$ cat src/rtl/sdtrk_pkg.sv
package sdtrk_pkg;

    typedef enum logic [2:0] {
        CMD_NOP   = 3'd0,
        CMD_ACT   = 3'd1,
        CMD_RD    = 3'd2,
        CMD_WR    = 3'd3,
        CMD_PRE   = 3'd4,
        CMD_DESEL = 3'd7
    } cmd_e;

    typedef enum logic [2:0] {
        BK_IDLE    = 3'd0,
        BK_ACTIVE  = 3'd1,
        BK_RDBURST = 3'd2,
        BK_WRBURST = 3'd3,
        BK_WRRECOV = 3'd4,
        BK_PRECHG  = 3'd5
    } bank_st_e;

endpackage

$ cat src/rtl/sdtrk_bank_fsm.sv
module sdtrk_bank_fsm
    import sdtrk_pkg::*;
#(
    parameter int BL  = 4,
    parameter int TRP = 3,
    parameter int TWR = 2,
    parameter int CW  = 3
) (
    input  logic     clk,
    input  logic     rst_n,
    input  cmd_e     cmd,
    input  logic     hit,
    input  logic     ap,
    input  logic     other_acc,
    output bank_st_e st_o,
    output logic     acc_ok_o,
    output logic     err_o
);

    bank_st_e       st, st_n;
    logic [CW-1:0]  cnt, cnt_n;
    logic           ap_q, ap_n;
    logic           is_acc, is_act, act_ok;

    always_ff @(posedge clk) begin
        if (!rst_n) begin
            st   <= BK_IDLE;
            cnt  <= '0;
            ap_q <= 1'b0;
        end else begin
            st   <= st_n;
            cnt  <= cnt_n;
            ap_q <= ap_n;
        end
    end

    always_comb begin
        st_n  = st;
        cnt_n = (cnt != '0) ? cnt - 1'b1 : '0;
        ap_n  = ap_q;
        unique case (st)
            BK_IDLE: begin
                if (hit && cmd == CMD_ACT) st_n = BK_ACTIVE;
            end
            BK_ACTIVE, BK_RDBURST, BK_WRBURST: begin
                if ((st != BK_ACTIVE) && (other_acc || cnt == '0)) begin
                    if (!ap_q) begin
                        st_n = BK_ACTIVE;
                    end else if (st == BK_WRBURST) begin
                        st_n  = BK_WRRECOV;
                        cnt_n = CW'(TWR - 1);
                    end else begin
                        st_n  = BK_PRECHG;
                        cnt_n = CW'(TRP - 1);
                    end
                end
                if (hit && cmd == CMD_RD) begin
                    st_n  = BK_RDBURST;
                    cnt_n = CW'(BL - 1);
                    ap_n  = ap;
                end else if (hit && cmd == CMD_WR) begin
                    st_n  = BK_WRBURST;
                    cnt_n = CW'(BL - 1);
                    ap_n  = ap;
                end else if (hit && cmd == CMD_PRE) begin
                    st_n  = BK_PRECHG;
                    cnt_n = CW'(TRP - 1);
                end
            end
            BK_WRRECOV: begin
                if (cnt == '0) begin
                    st_n  = BK_PRECHG;
                    cnt_n = CW'(TRP - 1);
                end
            end
            BK_PRECHG: begin
                if (cnt == '0)
                    st_n = (hit && cmd == CMD_ACT) ? BK_ACTIVE : BK_IDLE;
            end
            default: st_n = BK_IDLE;
        endcase
    end

    always_comb begin
        is_acc   = (cmd == CMD_RD) || (cmd == CMD_WR);
        is_act   = (cmd == CMD_ACT);
        acc_ok_o = (st == BK_ACTIVE) || (st == BK_RDBURST) || (st == BK_WRBURST);
        act_ok   = (st == BK_IDLE) || (st == BK_PRECHG && cnt == '0);
        err_o    = hit && ((is_acc && !acc_ok_o) || (is_act && !act_ok));
        st_o     = st;
    end

endmodule

$ cat src/rtl/sdtrk_read_pipe.sv
module sdtrk_read_pipe #(
    parameter int BL = 4,
    parameter int CL = 3
) (
    input  logic clk,
    input  logic rst_n,
    input  logic rd_go,
    input  logic wr_go,
    input  logic dqm,
    output logic drive_o,
    output logic collide_o
);

    localparam int RW = $clog2(BL) + 1;

    logic [CL-1:0] sr;
    logic [1:0]    dq;
    logic [RW-1:0] rem;
    logic          issue;

    always_comb begin
        issue     = rd_go || ((rem != '0) && !wr_go);
        drive_o   = sr[CL-1] && !dq[1];
        collide_o = wr_go && drive_o;
    end

    always_ff @(posedge clk) begin
        if (!rst_n) begin
            sr  <= '0;
            dq  <= '0;
            rem <= '0;
        end else begin
            dq <= {dq[0], dqm};
            if (wr_go) sr <= '0;
            else       sr <= {sr[CL-2:0], issue};
            if (rd_go)           rem <= RW'(BL - 1);
            else if (wr_go)      rem <= '0;
            else if (rem != '0)  rem <= rem - 1'b1;
        end
    end

endmodule

$ cat src/rtl/sdram_bank_tracker.sv
module sdram_bank_tracker
    import sdtrk_pkg::*;
#(
    parameter int NBANK = 4,
    parameter int BL    = 4,
    parameter int CL    = 3,
    parameter int TRP   = 3,
    parameter int TWR   = 2,
    localparam int BANK_W = $clog2(NBANK),
    localparam int TMAX   = (BL > TRP) ? ((BL > TWR) ? BL : TWR) : ((TRP > TWR) ? TRP : TWR),
    localparam int CW     = $clog2(TMAX + 1)
) (
    input  logic                 clk,
    input  logic                 rst_n,
    input  logic [2:0]           cmd_i,
    input  logic [BANK_W-1:0]    bank_i,
    input  logic                 ap_i,
    input  logic                 dqm_i,
    output logic                 rd_drive_o,
    output logic                 err_o,
    output logic [3*NBANK-1:0]   bank_state_o
);

    cmd_e             cmd;
    logic [NBANK-1:0] acc_ok;
    logic [NBANK-1:0] bank_err;
    logic [NBANK-1:0] hit;
    logic             acc_go, rd_go, wr_go, collide, err_q;

    assign cmd = cmd_e'(cmd_i);

    always_comb begin
        acc_go = ((cmd == CMD_RD) || (cmd == CMD_WR)) && acc_ok[bank_i];
        rd_go  = (cmd == CMD_RD) && acc_ok[bank_i];
        wr_go  = (cmd == CMD_WR) && acc_ok[bank_i];
    end

    for (genvar i = 0; i < NBANK; i++) begin : g_bank
        bank_st_e st;
        assign hit[i] = (bank_i == BANK_W'(i));
        sdtrk_bank_fsm #(.BL(BL), .TRP(TRP), .TWR(TWR), .CW(CW)) u_fsm (
            .clk       (clk),
            .rst_n     (rst_n),
            .cmd       (cmd),
            .hit       (hit[i]),
            .ap        (ap_i),
            .other_acc (acc_go && !hit[i]),
            .st_o      (st),
            .acc_ok_o  (acc_ok[i]),
            .err_o     (bank_err[i])
        );
        assign bank_state_o[3*i +: 3] = st;
    end

    sdtrk_read_pipe #(.BL(BL), .CL(CL)) u_pipe (
        .clk       (clk),
        .rst_n     (rst_n),
        .rd_go     (rd_go),
        .wr_go     (wr_go),
        .dqm       (dqm_i),
        .drive_o   (rd_drive_o),
        .collide_o (collide)
    );

    always_ff @(posedge clk) begin
        if (!rst_n) err_q <= 1'b0;
        else        err_q <= (|bank_err) || collide;
    end

    assign err_o = err_q;

endmodule

$ cat config.mk
export PLATFORM = sky130hd
export DESIGN_NAME = sdram_bank_tracker
export DESIGN_NICKNAME = d
export VERILOG_FILES = /design/src/rtl/sdtrk_pkg.sv /design/src/rtl/sdtrk_bank_fsm.sv /design/src/rtl/sdtrk_read_pipe.sv /design/src/rtl/sdram_bank_tracker.sv
export SDC_FILE = /design/constraint.sdc
export NUM_CORES = 1
export LEC_CHECK = 0
export ABC_AREA = 1
export BUFFER_PORTS_ARGS = -buffer_cell sky130_fd_sc_hd__buf_2
export CORE_MARGIN = 8
export CORE_UTILIZATION = 30
export CTS_CLUSTER_DIAMETER = 200
export DETAILED_ROUTE_END_ITERATION = 7
export SKIP_CTS_REPAIR_TIMING = 1
export SLEW_MARGIN = 5
export SYNTH_ARGS = -nofsm -noshare
export SYNTH_HDL_FRONTEND = slang
export SYNTH_SLANG_ARGS = --single-unit
$ cat constraint.sdc
create_clock -name clk -period 2.3 [get_ports clk]
set_input_delay 0.23 -clock clk [delete_from_list [all_inputs] [get_ports clk]]
set_output_delay 0.23 -clock clk [all_outputs]
set_load 0.03 [all_outputs]
; Yosys cells after proc, flatten, opt, wreduce, memory -nomap -nowiden
; Index checks and enable logic that the tools add are counted.
[totals]
register_bits = 37
latch_bits = 0
ram_bits = 0
romBits = 0
in_bits = 9
wordCells = 281
memories = 0
[classes]
add_sub_neg = 5
n_mul = 0
div_mod_pow = 0
order_cmp = 1
n_eq_ne = 47
shift = 0
muxes = 93
bitwise_logic = 1
n_reduce_logical = 117
[op_table]
columns = cell, count
row1 = $mux W3, 60
row2 = $pmux W3 S4, 4
row3 = $logic_and A1 B1 Y1, 46
row4 = $eq A3 B2 Y1 const B, 10
row5 = $eq A3 B3 Y1 const B, 9
row6 = $logic_not A3 Y1, 8
row7 = $ne A2 B1 Y1 const B, 12
row8 = $pmux W3 S2, 4
row9 = $logic_or A1 B1 Y1, 23
row10 = $ne A5 B1 Y1 const B, 4
row11 = $reduce_bool A3 Y1, 6
row12 = $mux W1, 17
row13 = $reduce_and A4 Y1, 4
row14 = $eq A3 B1 Y1 const B, 5
row15 = $reduce_or A3 Y1, 5
row16 = $sub A3 B1 Y3 const B, 5
row17 = $logic_not A1 Y1, 14
row18 = $mux W2, 7
row19 = $ne A3 B1 Y1 const B, 4
row20 = $reduce_and A2 Y1, 4
row21 = $reduce_bool A2 Y1, 4
row22 = $eq A2 B2 Y1 const B, 2
row23 = $reduce_or A4 Y1, 1
row24 = $lt A2 B3 Y1 const B, 1
row25 = other kinds (5), 5

; Longest topological paths before layout
[logic_depth]
depth_word = 14
mapped_depth = 13
ltp_nobuf = 13

; Modules after synthesis
; Synthesis repeated with hierarchy kept, for this count alone.
[hier_totals]
hier_cells = 445
area_unflattened_um2 = 2553.7
[by_module_without_submodules]
columns = mod, instances, cells_each, area_each_um2, seq_area_each_um2
row1 = sdtrk_bank_fsm, 4, 92, 519.2, 140.1
row2 = sdtrk_read_pipe, 1, 45, 336.6, 160.2
row3 = sdram_bank_tracker, 1, 32, 140.1, 20.0

; Least setup slack after synthesis
; OpenSTA, ideal clock, no wires.
[synth_path]
kind = register to register
startpoint = register g_bank[3].u_fsm.st[1]
endpoint = register g_bank[0].u_fsm.st[0]
arrival_time_ns = 1.610
t_required_ns = 2.168
setup_slack_ns = 0.558
path_stages_with_launch = 14
path_buffers = 0
period_less_slack_ns = 1.742
path_cell_list = dfxtp_1 > inv_1 > nand2_4 > nand2_4 > nand2_1 > nand2_1 > nor2_4 > nand3_1 > nand2_2 > nand2_2 > nand2_2 > nand3_1 > nand2_1 > a21oi_1
[synth_between]
elab_chain_cells = 11
elab_cells_between_ends = 13
classes_between = eq/ne (4) / mux (2) / reduce/logical (7)
[synth_rtl]
columns = item, line
row1 = start: declaration, sdtrk_bank_fsm.sv:20  ; bank_st_e st, st_n;
row2 = start signal: assignment, sdtrk_bank_fsm.sv:31  ; st <= st_n;
row3 = $eq A3 B1 Y1 or $eq A3 B2 Y1 (tied branches), sdtrk_bank_fsm.sv:87  ; acc_ok_o = (st == BK_ACTIVE) || (st == BK_RDBURST) || (st == BK_WRBURST);
row4 = $logic_or A1 B1 Y1, sdtrk_bank_fsm.sv:87
row5 = $logic_or A1 B1 Y1 (*), sdtrk_bank_fsm.sv:87
row6 = $bmux W1 S2 (*), sdram_bank_tracker.sv:33  ; acc_go = ((cmd == CMD_RD) || (cmd == CMD_WR)) && acc_ok[bank_i];
row7 = $mux W1 (not written as such) (*), sdram_bank_tracker.sv:33
row8 = $logic_and A1 B1 Y1 (*), sdram_bank_tracker.sv:33
row9 = $logic_and A1 B1 Y1 (*), sdram_bank_tracker.sv:47  ; .other_acc (acc_go && !hit[i]),
row10 = $logic_or A1 B1 Y1 (*), sdtrk_bank_fsm.sv:46  ; if ((st != BK_ACTIVE) && (other_acc || cnt == '0)) begin
row11 = $logic_and A1 B1 Y1 (*), sdtrk_bank_fsm.sv:46
row12 = $ne A5 B1 Y1 (no line) (*), --
row13 = $reduce_and A4 Y1 (no line) (*), --
row14 = end signal: assignment, sdtrk_bank_fsm.sv:31
row15 = end: declaration, sdtrk_bank_fsm.sv:20
; Every way passes the cells marked *; elsewhere a longest branch is shown, timed or not. The select of a mux whose other input is x is not followed.
; A chain may end at the register's enable or synchronous reset.

; Final worst setup path
[layout_path]
startpoint = register g_bank[1].u_fsm.st[1]
endpoint = register g_bank[2].u_fsm.st[1]
[layout_between]
elab_chain_cells = 11
elab_cells_between_ends = 13
classes_between = eq/ne (4) / mux (2) / reduce/logical (7)
[layout_rtl]
columns = item, line
row1 = start: declaration, sdtrk_bank_fsm.sv:20
row2 = start signal: assignment, sdtrk_bank_fsm.sv:31
row3 = $eq A3 B1 Y1 or $eq A3 B2 Y1 (tied branches), sdtrk_bank_fsm.sv:87
row4 = $logic_or A1 B1 Y1, sdtrk_bank_fsm.sv:87
row5 = $logic_or A1 B1 Y1 (*), sdtrk_bank_fsm.sv:87
row6 = $bmux W1 S2 (*), sdram_bank_tracker.sv:33
row7 = $mux W1 (not written as such) (*), sdram_bank_tracker.sv:33
row8 = $logic_and A1 B1 Y1 (*), sdram_bank_tracker.sv:33
row9 = $logic_and A1 B1 Y1 (*), sdram_bank_tracker.sv:47
row10 = $logic_or A1 B1 Y1 (*), sdtrk_bank_fsm.sv:46
row11 = $logic_and A1 B1 Y1 (*), sdtrk_bank_fsm.sv:46
row12 = $ne A5 B1 Y1 (no line) (*), --
row13 = $reduce_and A4 Y1 (no line) (*), --
row14 = end signal: assignment, sdtrk_bank_fsm.sv:31
row15 = end: declaration, sdtrk_bank_fsm.sv:20
; Marks and branches as above.

==> impl_results.md <==
- Run status: finished clean
- Inst Count DP: 525
- Synth area leader: dfxtp_1
- Core Rows: 33
- Core box area: 8090 um2
- Int Power: 1.28 mW
- Max-slew violations: 0
- Hold WC Path Type: in -> reg
- Period Utilization, post-route: 73.7%
- Clock power share: 29.6%
- Top area cells in the synthesized netlist: dfxtp_1 (30%), nand2_1 (11%), inv_1 (9.7%)
- Min-Delay Startpoint: dqm_i
- Pre-CTS setup slack: 0.601 ns
- Register Area: 741 um2
- Vias per inst: 5.00
- Post-route ant nets: 0
- Tot GR Track Use: 11.6%
- HPWL Detailed: 5000 um
- Final Power: 2.02 mW
- Maximum clock frequency: between 500 and 600 MHz
- Inserted Diodes: 0
- Yosys reg bits: 37
- Global placer's final weighted congestion: slightly below 0.9
- Avg Cell Area, Syn: 6.21 um2
- Slew @ Worst Pin: 0.513 ns
- Die area: about 11,000 um2
- Vias in the first global route: ~2.5k
- Initial core utilization: 30.6%
- Io pins: 23
- Leading cell type in the layout, fill and taps excluded: nand2_1
- Total number of vias: 2,663
- Initial antenna violation count: 0
- Worst VDD drop: 400 uV
- Gate power share: 33.2%
- TritonCTS clock tree: done
- Final setup vio count: 0
- Crit path max fanout: 7
- WHS: approximately 0.12 ns
- Ys Warns: 0
- NetSw: about 0.74 mW
- CP startpoint: g_bank[1].u_fsm.st_o[1]
- Multi-input gate area in the final layout: ~1500 um2
- Reg power frac: 37.1%
- RSZ-0062 raised after global routing: no
- Port-buffer cells: 22
- Crit end category: flip-flop
- First-pass GRT wire length: 11,000 um
- Final nets: 438
- Chip Height: 107 um
- Worst-case clock skew: 0.00621 ns
- Filler Cells Inserted: 918
- Avg WL per Cell: 12.1 um
- Count of final hold-check violations: 0
- Tmin final: approximately 1.7 ns
- Worst R2R Start: g_bank[1].u_fsm.st_o[1]
- CTS root buf: clkbuf_8
- DRT iter0 DRCs: ~140
- Setup TNS: 0 ns
- Worst setup SP type: flip-flop
- Synthesized Nets: 410
- Most frequent cells in the layout: nand2_1 (72), inv_1 (64), a21oi_1 (44)
- 1st-pass router iterations: 4
- Clock latency on the worst-skew pair: 0.30 ns
- Post-synth top area share: 29.9%
- Switch share: 36.6%
- Post-route DRC: 0
- Power per cell area: 712 nW/um2
- H-Tree Depth: 2
- Routed Wire Length: 6450 um
- Post-Syn Area: 2480 um2
- Arrival @ worst endpoint: 1.86 ns
- Sequential-to-total area share from yosys stat: 29.9%
- Gr ovfl total: 0
- DIE WIDTH: between 100 and 150 um
- CTS Sinks: 37
- Synth Instances: about 400
- Final worst setup slack: 0.604 ns
- Rel. slew slack: between 60% and 70%
- Longest Clk Path Bufs: 2
- Max-cap viol count: 0
- CTS Buf Count: 5
- CP Class: reg -> reg
- Critical Path RT: 2.47 ns
- Layout cells sized above 1: 15.4%
- Area delta synth->final: 14.6%
- Clock-pin slew on the worst setup and hold paths: 0.08 ns
- Distinct cells, synth: 30
- Largest net degree at the start of global routing: 14
- Final non-filler cell total: 533
- Leak: 1.27 nW
power groups by stage:
stage	registers, mW	clock network, mW	logic (mW)
finish	0.751	0.599	0.672
global route	0.759	0.637	0.766
CTS	0.752	0.618	0.666
detailed placement	0.767	0	0.662
global placement	0.764	0	0.656
floorplan	0.794	0	0.488
metal layers:
metal  global-route usage (%)  up-vias  wire [um]  part of all wire, %
li1                         -     1372          -                    -
met1                     14.1     1209       3130                   48
met2                     18.5       63       2840                   44
met3                     2.52       19        272                  4.2
met4                     6.43        0        212                  3.3
met5                        0        -          0                    0
path summary, 6_finish.rpt:
check	endpoint	slack [ns]	depth (start not counted)
setup reg to reg	g_bank[2].u_fsm.st_o[1]	0.60	13
hold reg to reg	u_pipe.sr[1]	0.41	2
setup / recovery	g_bank[2].u_fsm.st_o[1]	0.60	13
hold / removal	u_pipe.dq[0]	0.12	3
area by class of cell:
type,count,share of cell area [%]
multi-input cells,290,51.7
flip-flops and latches,37,26.1
inverters,69,9.12
well taps,105,4.63
repair buffers,24,4.41
clock buffers,7,3.04
clock inverters,1,1.06
Yosys cell counts, drive strengths merged:
master   n
nand2   92
inv     69
a21oi   44
nor2    43
nand3   39
dfxtp   37
o21ai   26
nand4   12
nor3     9
a31oi    5
a21boi   3
a311oi   3
clkbuf   3
or2      3
ha       2
or3      2
a211oi   1
a31o     1
nand3b   1
nor4     1
o211ai   1
o41ai    1
xnor2    1
registers in the layout (all words and copies together), names as in the netlist:
name / count
g_bank.u_fsm.cnt: 12
err_o: 1
u_pipe.rem: 3
u_pipe.dq: 2
u_pipe.sr: 3
g_bank.u_fsm.st_o: 12
g_bank.u_fsm.ap_q: 4
critical path: stages, from the launching register on:
cell	delay [ns]
dfxtp_1	0.42
inv_2	0.08
nand2_4	0.11
nand2_4	0.08
nand2_2	0.07
nand2_2	0.06
nor2_4	0.17
nand3_1	0.12
nand2_2	0.10
nand2_2	0.08
nand2_2	0.08
nand3_1	0.08
nand2_1	0.08
a21oi_1	0.05
logic make-up (layout without fill, tap and decap cells):
logic type                 after synthesis  count (layout)  share of synthesized area, %
AOI/OAI and AO/OA                       85              85                          19.0
xor gates and xnor gates                 1               1                         0.353
DFF                                     37              37                          29.9
and+or+nand+nor                        202             202                          38.8
adders and majority gates                2               2                          1.01
buffers and inverters                   72             101                          10.9
through the flow:
stage          util, %  area [um2]
2_1_floorplan        -        2480
3_3_place_gp      33.7        2720
3_5_place_dp      33.7        2720
4_1_cts           35.1        2840
5_1_grt           35.1        2840
6_report          35.1        2840
Power figures use the tool's default switching activity.
